## src/rtl/led_pwm_pkg.sv

```systemverilog
// Shared definitions for the LED output controller.
// Assumes a 32-bit AHB-Lite style bus with word registers.
package led_pwm_pkg;

    typedef enum logic [1:0] {
        TR_IDLE   = 2'b00,
        TR_BUSY   = 2'b01,
        TR_NONSEQ = 2'b10,
        TR_SEQ    = 2'b11
    } trans_e;

    typedef enum logic [1:0] {
        RIX_CTRL   = 2'd0,
        RIX_STATUS = 2'd1,
        RIX_PERIOD = 2'd2,
        RIX_DUTY   = 2'd3
    } reg_idx_e;

    localparam int CTRL_W   = 3;
    localparam int CB_EN    = 0;
    localparam int CB_MODE  = 1;
    localparam int CB_LEVEL = 2;

endpackage

```

## src/rtl/ledp_bus_front.sv

```systemverilog
// Address-phase capture for the AHB-Lite slave.
// Latches a qualified transfer and presents it in the data phase.
// Assumes word access; misaligned or out-of-window addresses are misses.
module ledp_bus_front
    import led_pwm_pkg::*;
#(
    parameter int              ADDR_W    = 32,
    parameter logic [ADDR_W-1:0] BASE_ADDR = 32'h6000_0000,
    parameter int              IDX_W     = 2
) (
    input  logic              clk,
    input  logic              rst_n,
    input  logic              sel,
    input  logic [ADDR_W-1:0] addr,
    input  logic [1:0]        trans,
    input  logic              write,
    input  logic              ready_in,
    output logic              dp_wr,
    output logic              dp_rd,
    output logic [IDX_W-1:0]  dp_idx
);
    localparam int OFS_LSB = 2;
    localparam int WIN_LSB = OFS_LSB + IDX_W;

    logic take;
    logic hit;

    // Qualify the address phase and decode the register window.
    always_comb begin
        take = sel && ready_in && (trans == TR_NONSEQ || trans == TR_SEQ);
        hit  = (addr[ADDR_W-1:WIN_LSB] == BASE_ADDR[ADDR_W-1:WIN_LSB])
               && (addr[OFS_LSB-1:0] == '0);
    end

    // Register the decoded transfer for its data phase.
    always_ff @(posedge clk) begin
        if (!rst_n) begin
            dp_wr  <= 1'b0;
            dp_rd  <= 1'b0;
            dp_idx <= '0;
        end else begin
            dp_wr  <= take && hit && write;
            dp_rd  <= take && hit && !write;
            dp_idx <= addr[WIN_LSB-1:OFS_LSB];
        end
    end
endmodule

```

## src/rtl/ledp_regs.sv

```systemverilog
// Register storage and read multiplexer.
// Control keeps three bits; status is read-only and shows the live pin.
module ledp_regs
    import led_pwm_pkg::*;
#(
    parameter int DATA_W = 32,
    parameter int IDX_W  = 2
) (
    input  logic              clk,
    input  logic              rst_n,
    input  logic              wr,
    input  logic              rd,
    input  logic [IDX_W-1:0]  idx,
    input  logic [DATA_W-1:0] wdata,
    input  logic              led_live,
    output logic [DATA_W-1:0] rdata,
    output logic [CTRL_W-1:0] ctrl,
    output logic [DATA_W-1:0] period,
    output logic [DATA_W-1:0] duty
);
    // Commit data-phase writes to the addressed register.
    always_ff @(posedge clk) begin
        if (!rst_n) begin
            ctrl   <= '0;
            period <= '0;
            duty   <= '0;
        end else if (wr) begin
            case (reg_idx_e'(idx))
                RIX_CTRL:   ctrl   <= wdata[CTRL_W-1:0];
                RIX_PERIOD: period <= wdata;
                RIX_DUTY:   duty   <= wdata;
                default:    ;
            endcase
        end
    end

    // Select read data during a read data phase, zero otherwise.
    always_comb begin
        rdata = '0;
        if (rd) begin
            case (reg_idx_e'(idx))
                RIX_CTRL:   rdata = {{(DATA_W-CTRL_W){1'b0}}, ctrl};
                RIX_STATUS: rdata = {{(DATA_W-1){1'b0}}, led_live};
                RIX_PERIOD: rdata = period;
                RIX_DUTY:   rdata = duty;
                default:    rdata = '0;
            endcase
        end
    end
endmodule

```

## src/rtl/ledp_pwm.sv

```systemverilog
// PWM counter and LED output selection.
// Counter runs 0..period only while enabled in PWM mode, else held at 0.
module ledp_pwm
    import led_pwm_pkg::*;
#(
    parameter int CNT_W = 32
) (
    input  logic              clk,
    input  logic              rst_n,
    input  logic [CTRL_W-1:0] ctrl,
    input  logic [CNT_W-1:0]  period,
    input  logic [CNT_W-1:0]  duty,
    output logic [CNT_W-1:0]  cnt,
    output logic              led
);
    logic run;
    logic pwm_hi;

    // Decide run state and the PWM comparison result.
    always_comb begin
        run    = ctrl[CB_EN] && ctrl[CB_MODE];
        pwm_hi = (duty != '0) && ((duty >= period) || (cnt < duty));
    end

    // Advance, wrap or hold the period counter.
    always_ff @(posedge clk) begin
        if (!rst_n)
            cnt <= '0;
        else if (!run || cnt >= period)
            cnt <= '0;
        else
            cnt <= cnt + 1'b1;
    end

    // Drive the pin from the enable, mode and level settings.
    always_comb begin
        if (!ctrl[CB_EN])
            led = 1'b0;
        else if (ctrl[CB_MODE])
            led = pwm_hi;
        else
            led = ctrl[CB_LEVEL];
    end
endmodule

```

## src/rtl/led_pwm_periph.sv

```systemverilog
// LED output controller on an AHB-Lite slave port.
// Zero wait states, OKAY only; four word registers at BASE_ADDR.
module led_pwm_periph
    import led_pwm_pkg::*;
#(
    parameter int                ADDR_W    = 32,
    parameter int                DATA_W    = 32,
    parameter logic [ADDR_W-1:0] BASE_ADDR = 32'h6000_0000
) (
    input  logic              hclk,
    input  logic              hresetn,
    input  logic              hsel,
    input  logic [ADDR_W-1:0] haddr,
    input  logic [1:0]        htrans,
    input  logic              hwrite,
    input  logic [DATA_W-1:0] hwdata,
    input  logic              hready,
    output logic [DATA_W-1:0] hrdata,
    output logic              hreadyout,
    output logic              hresp,
    output logic              led_o
);
    localparam int IDX_W = 2;

    logic              dp_wr;
    logic              dp_rd;
    logic [IDX_W-1:0]  dp_idx;
    logic [CTRL_W-1:0] ctrl_q;
    logic [DATA_W-1:0] period_q;
    logic [DATA_W-1:0] duty_q;
    logic [DATA_W-1:0] pwm_cnt;

    ledp_bus_front #(.ADDR_W(ADDR_W), .BASE_ADDR(BASE_ADDR), .IDX_W(IDX_W)) u_front (
        .clk(hclk), .rst_n(hresetn), .sel(hsel), .addr(haddr), .trans(htrans),
        .write(hwrite), .ready_in(hready), .dp_wr(dp_wr), .dp_rd(dp_rd), .dp_idx(dp_idx)
    );

    ledp_regs #(.DATA_W(DATA_W), .IDX_W(IDX_W)) u_regs (
        .clk(hclk), .rst_n(hresetn), .wr(dp_wr), .rd(dp_rd), .idx(dp_idx),
        .wdata(hwdata), .led_live(led_o), .rdata(hrdata), .ctrl(ctrl_q),
        .period(period_q), .duty(duty_q)
    );

    ledp_pwm #(.CNT_W(DATA_W)) u_pwm (
        .clk(hclk), .rst_n(hresetn), .ctrl(ctrl_q), .period(period_q),
        .duty(duty_q), .cnt(pwm_cnt), .led(led_o)
    );

    // Fixed response: never stall, never error.
    always_comb begin
        hreadyout = 1'b1;
        hresp     = 1'b0;
    end
endmodule

```

## config.mk

```make
export PLATFORM = sky130hd
export DESIGN_NAME = led_pwm_periph
export DESIGN_NICKNAME = d
export VERILOG_FILES = /design/src/rtl/led_pwm_pkg.sv /design/src/rtl/ledp_bus_front.sv /design/src/rtl/ledp_regs.sv /design/src/rtl/ledp_pwm.sv /design/src/rtl/led_pwm_periph.sv
export SDC_FILE = /design/constraint.sdc
export NUM_CORES = 1
export LEC_CHECK = 0
export ABC_AREA = 1
export BUFFER_PORTS_ARGS = -buffer_cell sky130_fd_sc_hd__buf_4
export CAP_MARGIN = 15
export CORE_MARGIN = 3
export CORE_UTILIZATION = 53
export CTS_CLUSTER_DIAMETER = 50
export CTS_CLUSTER_SIZE = 14
export DETAILED_ROUTE_END_ITERATION = 8
export PLACE_DENSITY_LB_ADDON = 0.2
export SYNTH_ARGS = -nofsm -noshare
export SYNTH_HDL_FRONTEND = slang
export SYNTH_HIERARCHICAL = 1
export SYNTH_SLANG_ARGS = --single-unit
```

## constraint.sdc

```tcl
create_clock -name hclk -period 1.8 [get_ports hclk]
set_clock_uncertainty 0.05 [all_clocks]
set_input_delay 0.09 -clock hclk [delete_from_list [all_inputs] [get_ports hclk]]
set_output_delay 0.09 -clock hclk [all_outputs]
set_load 0.03 [all_outputs]
```

# ---- Yosys cells after proc, flatten, opt, wreduce, memory -nomap -nowiden
# Index checks and enable logic that the tools add are counted.
dict set report totals {
  mem_bits_ro 0
  n_memories 0
  latch_bits 0
  ff_bits 103
  ramBits 0
}
dict set report op_classes {
  div_mod_pow 0
  mul 0
  add_sub_neg 1
  shifts 0
  n_eq_ne 6
  bitwise 1
  n_reduce_logical 20
  n_lt_le_gt_ge 3
  muxes 4
}
# op n
set op_table {}
lappend op_table {{case mux 32 bit (4 select lines)} 1}
lappend op_table {{greater-or-equal comparator 32 bit} 2}
lappend op_table {{adder 32 x 1 -> 32 bit, second input constant} 1}
lappend op_table {{< comparator 32 bit} 1}
lappend op_table {{2-to-1 mux 32 bit} 1}
lappend op_table {{nonzero test 32 bit} 1}
lappend op_table {{== test 28 x 27 -> 1 bit, second input constant} 1}
lappend op_table {{== test 2 bit, second input constant} 4}
lappend op_table {{logical AND 1 bit} 8}
lappend op_table {{AND reduction 2 bit} 3}
lappend op_table {{logical NOT 2 bit} 2}
lappend op_table {{logical OR 1 bit} 3}
lappend op_table {{== test 2 x 1 -> 1 bit, second input constant} 1}
lappend op_table {{logical NOT 1 bit} 2}
lappend op_table {{2-to-1 mux 1 bit} 2}
lappend op_table {{OR reduction 2 bit} 1}
lappend op_table {{inverter 1 bit} 1}

# ---- Longest topological paths before layout
# Gate-level depths: netlist of run 1.
dict set report depth {
  depth_word 7
  mapped_depth 19
  depth_no_buf 19
}

# ---- By module
# The synthesis of run 1 kept the hierarchy.
# mod cells_each instances area_per_inst_um2
set by_module_without_submodules {}
lappend by_module_without_submodules {ledp_pwm 619 1 4261.6}
lappend by_module_without_submodules {ledp_regs 550 1 3308.2}
lappend by_module_without_submodules {ledp_bus_front 45 1 247.7}
lappend by_module_without_submodules {led_pwm_periph 4 1 22.5}

# ---- Least setup slack after synthesis of run 1
# No wires, ideal clock.
dict set report synth_path {
  kind {reg2out}
  start {register u_regs.duty[5]}
  end {output port hrdata[0]}
  arrival_ns 2.433
  stages_incl_launch_ff 18
  slack_ns -0.773
  path_buffers 0
  cell_sequence {dfxtp_1 inv_1 ha_1 a21oi_1 nor2_1 nor3_1 nand2_1 nand2_1 nand2_1 nand2_1 nand2_1 nand2_1 nand2_1 a21oi_1 inv_1 nand2_1 a21oi_1 nor2_1}
}
dict set report synth_between {
  elab_chain_cells 7
  word_cells_on_any_way 9
  classes_between {order compare: 2; mux: 4; reduce/logical: 3}
}
# item line_no
set synth_lines {}
lappend synth_lines {{start, declared} ledp_regs.sv:19} ;# output logic [DATA_W-1:0] duty
lappend synth_lines {{start signal, assigned} ledp_regs.sv:31} ;# RIX_DUTY: duty <= wdata;
lappend synth_lines {{greater-or-equal comparator 32 bit / < comparator 32 bit (equally long branches)} ledp_pwm.sv:22} ;# pwm_hi = (duty != '0) && ((duty >= period) || (cnt < duty));
lappend synth_lines {{logical OR 1 bit} ledp_pwm.sv:22}
lappend synth_lines {{logical AND 1 bit *} ledp_pwm.sv:22}
lappend synth_lines {{2-to-1 mux 1 bit *} ledp_pwm.sv:39} ;# else if (ctrl[CB_MODE])
lappend synth_lines {{2-to-1 mux 1 bit *} ledp_pwm.sv:37} ;# if (!ctrl[CB_EN])
lappend synth_lines {{named net led_o} led_pwm_periph.sv:21} ;# output logic led_o
lappend synth_lines {{case mux 32 bit (4 select lines) *} ledp_regs.sv:41} ;# case (reg_idx_e'(idx))
lappend synth_lines {{2-to-1 mux 32 bit *} ledp_regs.sv:40} ;# if (rd) begin
lappend synth_lines {{end, declared} led_pwm_periph.sv:18} ;# output logic [DATA_W-1:0] hrdata,
# The timed path passes the listed nets; every way through them passes the cells marked *.

# ---- Final worst setup path of run 1
dict set report layout_path {
  start {register u_pwm.cnt[25]}
  end {output port hrdata[0]}
}
dict set report layout_between {
  elab_chain_cells 7
}
# item line_no
set layout_lines {}
lappend layout_lines {{start, declared} ledp_pwm.sv:13} ;# output logic [CNT_W-1:0] cnt,
lappend layout_lines {{start signal, assigned} ledp_pwm.sv:32} ;# cnt <= cnt + 1'b1;
lappend layout_lines {{< comparator 32 bit} ledp_pwm.sv:22}
lappend layout_lines {{logical OR 1 bit} ledp_pwm.sv:22}
lappend layout_lines {{logical AND 1 bit} ledp_pwm.sv:22}
lappend layout_lines {{2-to-1 mux 1 bit} ledp_pwm.sv:39}
lappend layout_lines {{2-to-1 mux 1 bit} ledp_pwm.sv:37}
lappend layout_lines {{case mux 32 bit (4 select lines)} ledp_regs.sv:41}
lappend layout_lines {{2-to-1 mux 32 bit} ledp_regs.sv:40}
# No other way between the ends.

==> results of run 1 <==
-- sequential cells by signal, indices dropped and copies added (netlist names) --
signal	count
u_regs/duty	32
u_pwm/cnt	32
u_regs/ctrl	3
u_front/dp_rd	1
u_front/dp_idx	2
u_front/dp_wr	1
u_regs/period	32
-- timing repair --
action                                  in CTS  in global routing
gates resized for setup                    115                114
endpoints found under the setup margin      35                 49
pin swaps                                   44                 32
hold buffers                                36                  0
gates cloned                                 3                  0
buffers inserted                             6                  6
hold endpoints to repair                    68                  0
-- Yosys cell counts --
cell type	number	area, sq um
sky130_fd_sc_hd__o21a_1	2	15.0
sky130_fd_sc_hd__buf_1	1	3.75
sky130_fd_sc_hd__nor4_1	3	18.8
sky130_fd_sc_hd__dfxtp_1	103	2060
sky130_fd_sc_hd__nand3b_1	5	37.5
sky130_fd_sc_hd__a21boi_0	1	7.51
sky130_fd_sc_hd__nor3_4	1	16.3
sky130_fd_sc_hd__nor3_2	11	110
sky130_fd_sc_hd__o21ai_0	12	60.1
sky130_fd_sc_hd__a21o_1	1	7.51
sky130_fd_sc_hd__nand3_2	4	40.0
sky130_fd_sc_hd__a31oi_1	1	6.26
sky130_fd_sc_hd__inv_1	206	773
sky130_fd_sc_hd__nor2_8	1	20.0
sky130_fd_sc_hd__clkbuf_1	8	30.0
sky130_fd_sc_hd__o211ai_1	1	7.51
sky130_fd_sc_hd__nand2_1	327	1230
sky130_fd_sc_hd__xnor2_1	6	52.6
sky130_fd_sc_hd__nor2_4	3	33.8
sky130_fd_sc_hd__nor3_1	42	210
sky130_fd_sc_hd__buf_4	6	45.0
sky130_fd_sc_hd__nand3_4	2	35.0
sky130_fd_sc_hd__a21oi_1	75	375
sky130_fd_sc_hd__buf_2	18	90.1
sky130_fd_sc_hd__nor3b_1	2	15.0
sky130_fd_sc_hd__nor2_1	193	724
sky130_fd_sc_hd__o21bai_1	3	22.5
sky130_fd_sc_hd__nand2_4	2	22.5
sky130_fd_sc_hd__and3_1	1	6.26
sky130_fd_sc_hd__ha_1	96	1200
sky130_fd_sc_hd__nand2_2	2	12.5
sky130_fd_sc_hd__nand3_1	26	130
sky130_fd_sc_hd__xnor2_2	2	32.5
sky130_fd_sc_hd__inv_2	3	11.3
sky130_fd_sc_hd__nand4_1	17	106
sky130_fd_sc_hd__conb_1	2	7.51
sky130_fd_sc_hd__nor2_2	3	18.8
sky130_fd_sc_hd__xor2_1	20	175
sky130_fd_sc_hd__buf_6	5	56.3
sky130_fd_sc_hd__nor4_2	1	12.5
-- metal layers --
layer,vias up,track usage
li1,4341,-
met1,4278,0.380
met2,578,0.521
met3,182,0.0694
met4,0,0.109
met5,-,0
-- worst max-delay path by stage --
stage	endpoint	slack [ns]
global route	hrdata[0]	-1.05
CTS	hrdata[0]	-0.72
floorplan	hrdata[0]	-0.26
detailed placement	hrdata[0]	-0.56
finish	hrdata[0]	-0.99
global placement	hrdata[0]	-0.53
-- final cells by class --
class	count	area (sq um)
Multi-Input combinational cell	868	5730
Timing Repair Buffer	315	2610
Fill cell	764	2350
Sequential cell	103	2160
Inverter	209	792
Clock buffer	10	239
Tap cell	180	225
Clock inverter	4	47.5
-- worst max-delay path, stage by stage, from the launching register on --
cell and delay, ns:
sky130_fd_sc_hd__dfxtp_1 0.45, sky130_fd_sc_hd__ha_1 0.29, sky130_fd_sc_hd__a21oi_1 0.21, sky130_fd_sc_hd__o21ai_0 0.16, sky130_fd_sc_hd__nand2_1 0.15, sky130_fd_sc_hd__nand2_1 0.13, sky130_fd_sc_hd__a21oi_2 0.16, sky130_fd_sc_hd__nand2_2 0.07
sky130_fd_sc_hd__nand2_2 0.08, sky130_fd_sc_hd__nand2_2 0.08, sky130_fd_sc_hd__a21oi_4 0.13, sky130_fd_sc_hd__inv_1 0.05, sky130_fd_sc_hd__nand2_1 0.07, sky130_fd_sc_hd__a21oi_2 0.07, sky130_fd_sc_hd__nor2_4 0.08, sky130_fd_sc_hd__buf_6 0.13
-- cells by family (layout without fill, tap and decap cells) --
logic type | after synthesis | after routing | synth area share
AOI/OAI and AO/OA | 96 | 96 | 0.0640
xor gates and xnor gates | 28 | 28 | 0.0332
adders and majority gates | 96 | 96 | 0.153
buffers and inverters | 247 | 538 | 0.129
DFF | 103 | 103 | 0.263
other | 2 | 2 | 0.000958
and+or+nand+nor | 646 | 646 | 0.357
-- per-stage QoR --
| stage | total power, mW | setup WS (ns) |
|---|---|---|
| 3_3_place_gp | 2.59 | -0.526 |
| 5_1_grt | 4.72 | -1.05 |
| 3_5_place_dp | 2.59 | -0.556 |
| 6_report | 4.61 | -0.995 |
| 2_1_floorplan | 2.43 | -0.263 |
| 4_1_cts | 4.60 | -0.719 |
-- power groups by stage --
| stage | Combinational [mW] | Clock, mW | Sequential (mW) |
|---|---|---|---|
| 6_report | 0.334 | 2.01 | 2.26 |
| 5_1_grt | 0.357 | 2.11 | 2.26 |
| 4_1_cts | 0.321 | 2.01 | 2.27 |
| 3_5_place_dp | 0.255 | 0 | 2.33 |
| 3_3_place_gp | 0.253 | 0 | 2.33 |
| 2_1_floorplan | 0.0949 | 0 | 2.33 |
==> flow_summary.ini, run 1 <==
[global_routing]
grt.overflow.total = 0
grt_first_pass_wirelength_mm = 40.6
pin_count_of_the_biggest_net_entering_global_routing = 36
gr_util_all_layers = 0.306
grt_antenna_before_repair = 0
grt_pass1_vias = 8685

[route]
met3_wire_length_mm = 2.51
drt_drc_violations_left = 0
post_drt_via_cell_ratio = 5.55
routed_wl_mm = 29.4
dr.first_iter.drc_count = 990
routedWlPerCell_um = 17.4
total_vias_in_the_final_route = 9379
drt_pre_antenna_iters = 6
wl_met1_mm = 11.2
final_antenna_net_count = 0
sum_of_met2_wire_segment_lengths_after_detailed_routing_mm = 13.9
dr.max_layer_used = met4

[timing]
fin_tns_setup_ns = -17.02
setup_viol_count_final = 35
rsz0062_at_grt = true
worst_pin_slew_ns = 0.579
final_hold_viol_count = 0
post-route-min-period_ns = 2.79
timing_max_transition_violations_final = 0
post-route-worst-setup-slack_ns = -0.995
timing.hold.ws_ns = 0.0151
maxSlewHeadroom = 0.614
timing.fmax_ghz = 0.358
fin_crit_sh = 1.55

[die]
core_area_sq_um = 14100
placement_rows = 43
die_h_um = 128
dieWidth_um = 128
start_util = 0.554
die_area_sq_um = 16300
io_pins = 106

[run_status]
failed_checks = setup timing
outcome = finished with violations

[worst_setup_path]
timing_worst_setup_path_type = flip-flop to output pin
critical_path.startpoint_type = flip-flop
crit-reg2reg-launch = u_regs/period[7]
r2r_end = u_pwm/cnt[5]
worst_r2r_path_depth = 14
cp_data_required_time_ns = 1.66
worstSetupStartpoint = u_pwm/cnt[25]
critical_path_peak_fanout = 3
cp-end-kind = output pin
worst-r2r-setup-slack_ns = -0.58
critPathArrivalTime_ns = 2.65

[cells_and_area]
area.growth.synth_to_final_pct = 50.6
antennaDiodeCount = 0
postLayoutCoreUtil = 0.834
finalNonFillerCells = 1689
layout_common_cells = sky130_fd_sc_hd__nand2_1 (303), sky130_fd_sc_hd__buf_4 (259), sky130_fd_sc_hd__nor2_1 (182)
layout_commonest_cell = sky130_fd_sc_hd__nand2_1
nets = 1673
post_route_cells_drive_above_1_share = 0.360
layout.cell_area.non_filler_sq_um = 11800

[yosys]
ys.warnings.count = 6
synthesis.nets = 1385
post_synth_instance_area_sq_um = 7840
synth_cell_type_count = 40
ys_seq_elements = 103
synth_area_per_cell_sq_um = 6.44
synth.yosys.seq_area_share = 0.263
synthCells = 1218

[placement]
dp_hpwl_mm = 16.6
postPlaceCellArea_sq_um = 10000
dp.cells = 1628
numPortBuffers = 102
gp_congestion = 0.899

[cts]
cts_buffers = 9
clock_tree.buffer_depth = 2
cts.root.buffer_cell = sky130_fd_sc_hd__clkbuf_16
worst_setup_hold_path_clk_slew_ns = 0.07
tritoncts_clock_tree = built
ctsHtreeMaxLevel = 3
sinks_on_clock_net = 103
clock_latency_ns = 0.36

[worst_hold_path]
worstHoldStart = haddr[1]
timing.hold.worst_endpoint = u_front/dp_rd
worstHoldPathCells = 4
hold_class = input pin to flip-flop

[power]
total_leakage_power_nw = 5.70
switching_part_of_the_total = 0.233
combinationalPowerShare = 0.072
clkPwrFrac = 0.437
power_report.internal_total_mw = 3.54
power_density_nw_per_um2 = 391
flop_pwr_share = 0.491
net_switching_power_figure_mw = 1.07
worst_case_vdd_ir_drop_uv = 493

[flow_run]
cap_violations = 0
Power figures use the tool's default switching activity.
==> inputs of run 2 (changes only) <==
- BUFFER_PORTS_ARGS: -buffer_cell sky130_fd_sc_hd__buf_4 -> not set
- CORE_UTILIZATION: 53 -> 59
- DONT_BUFFER_PORTS: not set -> 1
- SLEW_MARGIN: not set -> 20
- clock period: 1.8 -> 2.45 ns (I/O delays scaled with it)
==> run 2 against run 1 <==
Net effect: the run still ends with setup timing left; clock power fell by 18%; non-clock buffer count fell by 202; critical path depth grew 2; sequential power down 26%; total power fell by 25%; global-route usage is 3.0 points lower; critical path type unchanged.
==> flow_summary.ini, run 2 (synthesized netlist as in run 1, its figures left out) <==
[worst_setup_path]
critPathArrivalTime_ns = 2.49
critical_path_cell_list = inv_1, ha_1, nand2_1, inv_1, o21bai_1, a21oi_2, nor2_2, nand2_1, a21oi_1, nand2_1, nand2_1, a21oi_2, inv_1, nand2_1, a21oi_1, nor2_1, buf_4
cp_data_required_time_ns = 2.28
critical_path_peak_fanout = 2
cp.buffers_inverters = 4
critical_path.slowest_cell = sky130_fd_sc_hd__dfxtp_2
critical_path.most_common_cell = sky130_fd_sc_hd__nand2_1
cp-end-kind = output pin
slowest_stage_delay_cp_ns = 0.33
critical_path.startpoint_type = flip-flop
critical-path-top-delay-family = compound AO/OA/AOI/OAI gates
timing_worst_setup_path_type = flip-flop to output pin

[cts]
sinks_on_clock_net = 103
ctsHtreeMaxLevel = 3
clock_latency_ns = 0.36
clock_tree.buffer_depth = 2
cts.root.buffer_cell = sky130_fd_sc_hd__clkbuf_16
tritoncts_clock_tree = built
cts_buffers = 9
worst_setup_hold_path_clk_slew_ns = 0.07

[global_routing]
grt_pass1_vias = 7164
grt_first_pass_wirelength_mm = 33.1
met2_layer_usage_reported_by_global_route = 0.461
gr-max-usage-layer = met2
grtUsageMet1 = 0.368
grt.overflow.total = 0
grt_use_met3 = 0.0368
gr_util_all_layers = 0.276
grt_antenna_before_repair = 1
pin_count_of_the_biggest_net_entering_global_routing = 70

[power]
switching_part_of_the_total = 0.214
combinationalPowerShare = 0.043
worst_case_vdd_ir_drop_uv = 305
power_report.internal_total_mw = 2.72
power_density_nw_per_um2 = 362
total_leakage_power_nw = 4.54
flop_pwr_share = 0.483
net_switching_power_figure_mw = 0.742
clkPwrFrac = 0.474

[cells_and_area]
layout_common_cells = sky130_fd_sc_hd__nand2_1 (322), sky130_fd_sc_hd__inv_1 (196), sky130_fd_sc_hd__nor2_1 (188)
finalNonFillerCells = 1480
fill_cells = 1011
antennaDiodeCount = 0
layout_commonest_cell = sky130_fd_sc_hd__nand2_1
nets = 1471
area.growth.synth_to_final_pct = 22.2
post_route_cells_drive_above_1_share = 0.166
reg.largest.list = u_pwm/cnt: 32 flops, u_regs/duty: 32 flops, u_regs/period: 32 flops

[die]
io_pins = 106
dieWidth_um = 121
die_area_sq_um = 14700
die_h_um = 121
start_util = 0.611
core_area_sq_um = 12800
placement_rows = 41

[run_status]
failed_checks = setup timing
outcome = finished with violations

[flow_run]
cap_violations = 0

[timing]
timing.hold.ws_ns = 0.0841
timing.fmax_ghz = 0.376
maxSlewHeadroom = 0.630
rsz0062_at_grt = true
fin_tns_setup_ns = -0.216
post-route-worst-setup-slack_ns = -0.208
timing_max_transition_violations_final = 0
worst_pin_slew_ns = 0.554
fin_crit_sh = 1.08
post-route-min-period_ns = 2.66
final_hold_viol_count = 0
setup_viol_count_final = 2

[placement]
numPortBuffers = 0
dp.cells = 1406
dp_slack_ns = 0.120
gp_congestion = 0.875
dp_hpwl_mm = 14.3

[route]
post_drt_via_cell_ratio = 5.27
routed_wl_mm = 21.0
routedWlPerCell_um = 14.2
final_antenna_net_count = 0
drt_pre_antenna_iters = 5
dr.first_iter.drc_count = 443
total_vias_in_the_final_route = 7804
drt_drc_violations_left = 0

[worst_hold_path]
hold_class = input pin to flip-flop
==> run 2: changes by cell type in the layout (fill, tap and decap cells not counted), sizes merged <==
cell	previous run	this run
clkbuf	10	9
buf	279	68
clkinv	2	1
dlygate4sd3	36	45
bufinv	1	3
clkinvlp	1	2
==> run 2: power by group through the flow <==
stage	Combinational, mW	Sequential (mW)	Clock [mW]
finish	0.147	1.67	1.64
global route	0.159	1.67	1.71
CTS	0.142	1.68	1.66
detailed placement	0.0568	1.72	0
global placement	0.0558	1.72	0
floorplan	0.0682	1.71	0
==> run 2: path summary, 6_finish.rpt <==
path / end / cells after the start / slack, ns / startpoint
setup reg to reg: u_pwm/cnt[13] / 11 / 0.21 / u_regs/period[31]
hold / removal: u_regs/period[30] / 3 / 0.08 / hresetn
setup / recovery: hrdata[0] / 17 / -0.21 / u_regs/period[9]
hold reg to reg: u_regs/period[5] / 4 / 0.47 / u_regs/period[5]
==> run 2: through the flow <==
| step | utilization | power, mW | cell area (sq um) |
|---|---|---|---|
| after floorplan | - | 1.78 | 7840 |
| final | 0.747 | 3.46 | 9580 |
| after CTS | 0.725 | 3.48 | 9300 |
| after global placement | 0.646 | 1.78 | 8280 |
| after global routing | 0.747 | 3.54 | 9580 |
| after detailed placement | 0.646 | 1.78 | 8280 |
==> run 2: layer usage <==
layer | part of all wire | wire length (um)
met3 | 0.057 | 1200
met4 | 0.019 | 406
met1 | 0.45 | 9360
met2 | 0.48 | 9980
met5 | 0.00062 | 13
==> run 2: what timing repair did <==
item	4_1_cts	5_1_grt
hold endpoints to repair	71	0
gates resized for setup	50	59
endpoints found under the setup margin	2	4
setup buffers	9	4
pin swaps	15	31
hold buffers	47	0
==> run 2: layout make-up <==
type / count / area [sq um] / area share
clock buffers: 9 / 225 / 0.0235
clock inverters: 6 / 110 / 0.0115
inverters: 209 / 785 / 0.0819
multi-input cells: 868 / 5080 / 0.531
flip-flops and latches: 103 / 2130 / 0.223
well taps: 172 / 215 / 0.0225
repair buffers: 113 / 1020 / 0.107
==> run 2: worst reg2reg max path: stages (launching register included) <==
cell and delay [ns]:
sky130_fd_sc_hd__dfxtp_2 0.34, sky130_fd_sc_hd__inv_1 0.09, sky130_fd_sc_hd__ha_1 0.32, sky130_fd_sc_hd__nand2_1 0.08, sky130_fd_sc_hd__nor2_1 0.16, sky130_fd_sc_hd__nand2_1 0.14
sky130_fd_sc_hd__nor3_1 0.24, sky130_fd_sc_hd__buf_4 0.17, sky130_fd_sc_hd__nand4_1 0.07, sky130_fd_sc_hd__nand4_1 0.17, sky130_fd_sc_hd__buf_12 0.21, sky130_fd_sc_hd__nor3_1 0.09
==> inputs of run 3 (changes only) <==
- CORE_UTILIZATION: 59 -> 30
==> run 3 against run 2 <==
Net effect: non-clock buffer count up 36; register-to-register slack about the same; count of clock-buffer cells in the layout up 1; hold slack worse by 0.097 ns; sequential share of layout area down 1.1 points; critical path depth up 3; the run ends with hold timing, setup timing left; combinational power about the same; sequential power about the same; core utilization down 35 points; highest routed layer is now met4; routed wire length up 4.8%.
==> flow_summary.ini, run 3 (synthesized netlist as in run 1, its figures left out) <==
[worst_hold_path]
worstHoldStart = haddr[25]
worstHoldPathCells = 4
hold_class = input pin to flip-flop

[die]
dieWidth_um = 168
io_pins = 106
die_area_sq_um = 28100
core_area_sq_um = 25400
die_h_um = 168
start_util = 0.309
placement_rows = 58

[global_routing]
pin_count_of_the_biggest_net_entering_global_routing = 70
grt_first_pass_wirelength_mm = 36.7
grt_pass1_vias = 7404
grt.overflow.total = 0
grt_antenna_before_repair = 1
gr_util_all_layers = 0.158

[power]
total_leakage_power_nw = 4.74
flop_pwr_share = 0.507
net_switching_power_figure_mw = 0.772
power_report.internal_total_mw = 2.52
clkPwrFrac = 0.448
finalPower_mw = 3.29
worst_case_vdd_ir_drop_uv = 281
power_density_nw_per_um2 = 328
switching_part_of_the_total = 0.234
combinationalPowerShare = 0.045

[worst_setup_path]
critical-path-top-delay-family = simple AND/OR/NAND/NOR gates
critical_path.slowest_cell = sky130_fd_sc_hd__dfxtp_4
critical_path_peak_fanout = 3
cp-end-kind = output pin
critPathArrivalTime_ns = 2.44
cp.depth = 20
slowest_stage_delay_cp_ns = 0.36
crit-reg2reg-launch = u_pwm/cnt[19]
critical_path.startpoint_type = flip-flop
cp_data_required_time_ns = 2.28
cp.buffers_inverters = 4
worstSetupStartpoint = u_regs/duty[3]
timing_worst_setup_path_type = flip-flop to output pin
critical_path_cell_list = inv_1, ha_4, nand2_1, inv_1, nand2_2, nand2_2, nand2_2, nand2_1, nand2_1, nand2_2, nand2_1, nand2_1, nand2_2, nand2_2, a21oi_2, inv_1, nand2_1, a21oi_1, nor2_1, buf_4
worst_r2r_path_depth = 10

[route]
routedWlPerCell_um = 13.1
drt_pre_antenna_iters = 7
dr.first_iter.drc_count = 328
routed_wl_mm = 22.0
final_antenna_net_count = 0
post_drt_via_cell_ratio = 4.47
total_vias_in_the_final_route = 7499
drt_drc_violations_left = 0

[cts]
cts_buffers = 9
worst_setup_hold_path_clk_slew_ns = 0.08
ctsHtreeMaxLevel = 3
cts.root.buffer_cell = sky130_fd_sc_hd__clkbuf_16
sinks_on_clock_net = 103
clock_latency_ns = 0.36
tritoncts_clock_tree = built
clock_tree.buffer_depth = 2

[timing]
maxSlewHeadroom = 0.572
setup_viol_count_final = 1
post-route-min-period_ns = 2.61
final_hold_viol_count = 1
fin_crit_sh = 1.07
timing_max_transition_violations_final = 0
worst_pin_slew_ns = 0.641
timing.hold.ws_ns = -0.0129
rsz0062_at_grt = true
post-route-worst-setup-slack_ns = -0.160
timing.fmax_ghz = 0.383

[cells_and_area]
area.growth.synth_to_final_pct = 28.1
layout.cell_area.non_filler_sq_um = 10000
layout_commonest_cell = sky130_fd_sc_hd__nand2_1
layout_common_cells = sky130_fd_sc_hd__nand2_1 (318), sky130_fd_sc_hd__inv_1 (191), sky130_fd_sc_hd__nor2_1 (187)
reg.largest.list = u_pwm/cnt: 32 flops, u_regs/duty: 32 flops, u_regs/period: 32 flops
fill_cells = 2726
nets = 1507
post_route_cells_drive_above_1_share = 0.194

[placement]
postPlaceCellArea_sq_um = 8670
dp_hpwl_mm = 16.2
dp_slack_ns = -0.0682
numPortBuffers = 0
gp_congestion = 0.822

[flow_run]
cap_violations = 0

[run_status]
failed_checks = hold timing, setup timing
outcome = finished with violations
run 3: power by group through the flow:
stage	clock [mW]	sequential [mW]	combinational, mW
after floorplan	0	1.71	0.0682
after global placement	0	1.72	0.0598
after detailed placement	0	1.72	0.0600
after CTS	1.54	1.67	0.148
after global routing	1.58	1.67	0.162
final	1.47	1.67	0.147
run 3: metrics by stage:
stage | std cells | util | TNS, ns
floorplan | 1218 | - | 0
global placement | 1591 | 0.341 | -0.0530
detailed placement | 1591 | 0.341 | -0.0682
CTS | 1671 | 0.387 | -0.357
global route | 1675 | 0.395 | -0.444
finish | 1676 | 0.395 | -0.160
run 3: area by class of cell:
| cell class | instances | area (sq um) | share of cell area |
|---|---|---|---|
| Antenna cell | 1 | 2.50 | 0.000249 |
| Clock buffer | 10 | 229 | 0.0228 |
| Clock inverter | 6 | 61.3 | 0.00611 |
| Inverter | 209 | 785 | 0.0781 |
| Multi-Input combinational cell | 868 | 5130 | 0.511 |
| Sequential cell | 103 | 2130 | 0.212 |
| Tap cell | 330 | 413 | 0.0411 |
| Timing Repair Buffer | 149 | 1290 | 0.128 |
run 3: worst paths after layout:
check / slack, ns / end
setup / recovery: -0.16 / hrdata[0]
hold / removal: -0.01 / u_front/dp_wr
setup reg to reg: 0.22 / u_pwm/cnt[2]
hold reg to reg: 0.47 / u_pwm/cnt[0]
run 3: routing by layer:
layer	global-route usage	part of all wire	wire length (um)
met1	0.208	0.48	10600
met2	0.270	0.47	10400
met3	0.0184	0.028	615
met4	0.0466	0.016	358
met5	0	0	0
run 3: what timing repair did:
item / CTS / global route
endpoints found under the setup margin: 2 / 4
gates resized for setup: 74 / 51
hold buffers: 47 / 0
pin swaps: 34 / 31
setup buffers: 26 / 7
hold endpoints to repair: 71 / 0
run 3: worst register-to-register path: stages, from the launching register on:
cell,delay [ns]
sky130_fd_sc_hd__dfxtp_1,0.33
sky130_fd_sc_hd__buf_4,0.16
sky130_fd_sc_hd__ha_1,0.32
sky130_fd_sc_hd__a21oi_1,0.17
sky130_fd_sc_hd__o21ai_0,0.10
sky130_fd_sc_hd__nand2_1,0.07
sky130_fd_sc_hd__nand3_1,0.10
sky130_fd_sc_hd__a21oi_1,0.26
sky130_fd_sc_hd__nand4_1,0.20
sky130_fd_sc_hd__buf_12,0.22
sky130_fd_sc_hd__nor3_1,0.17
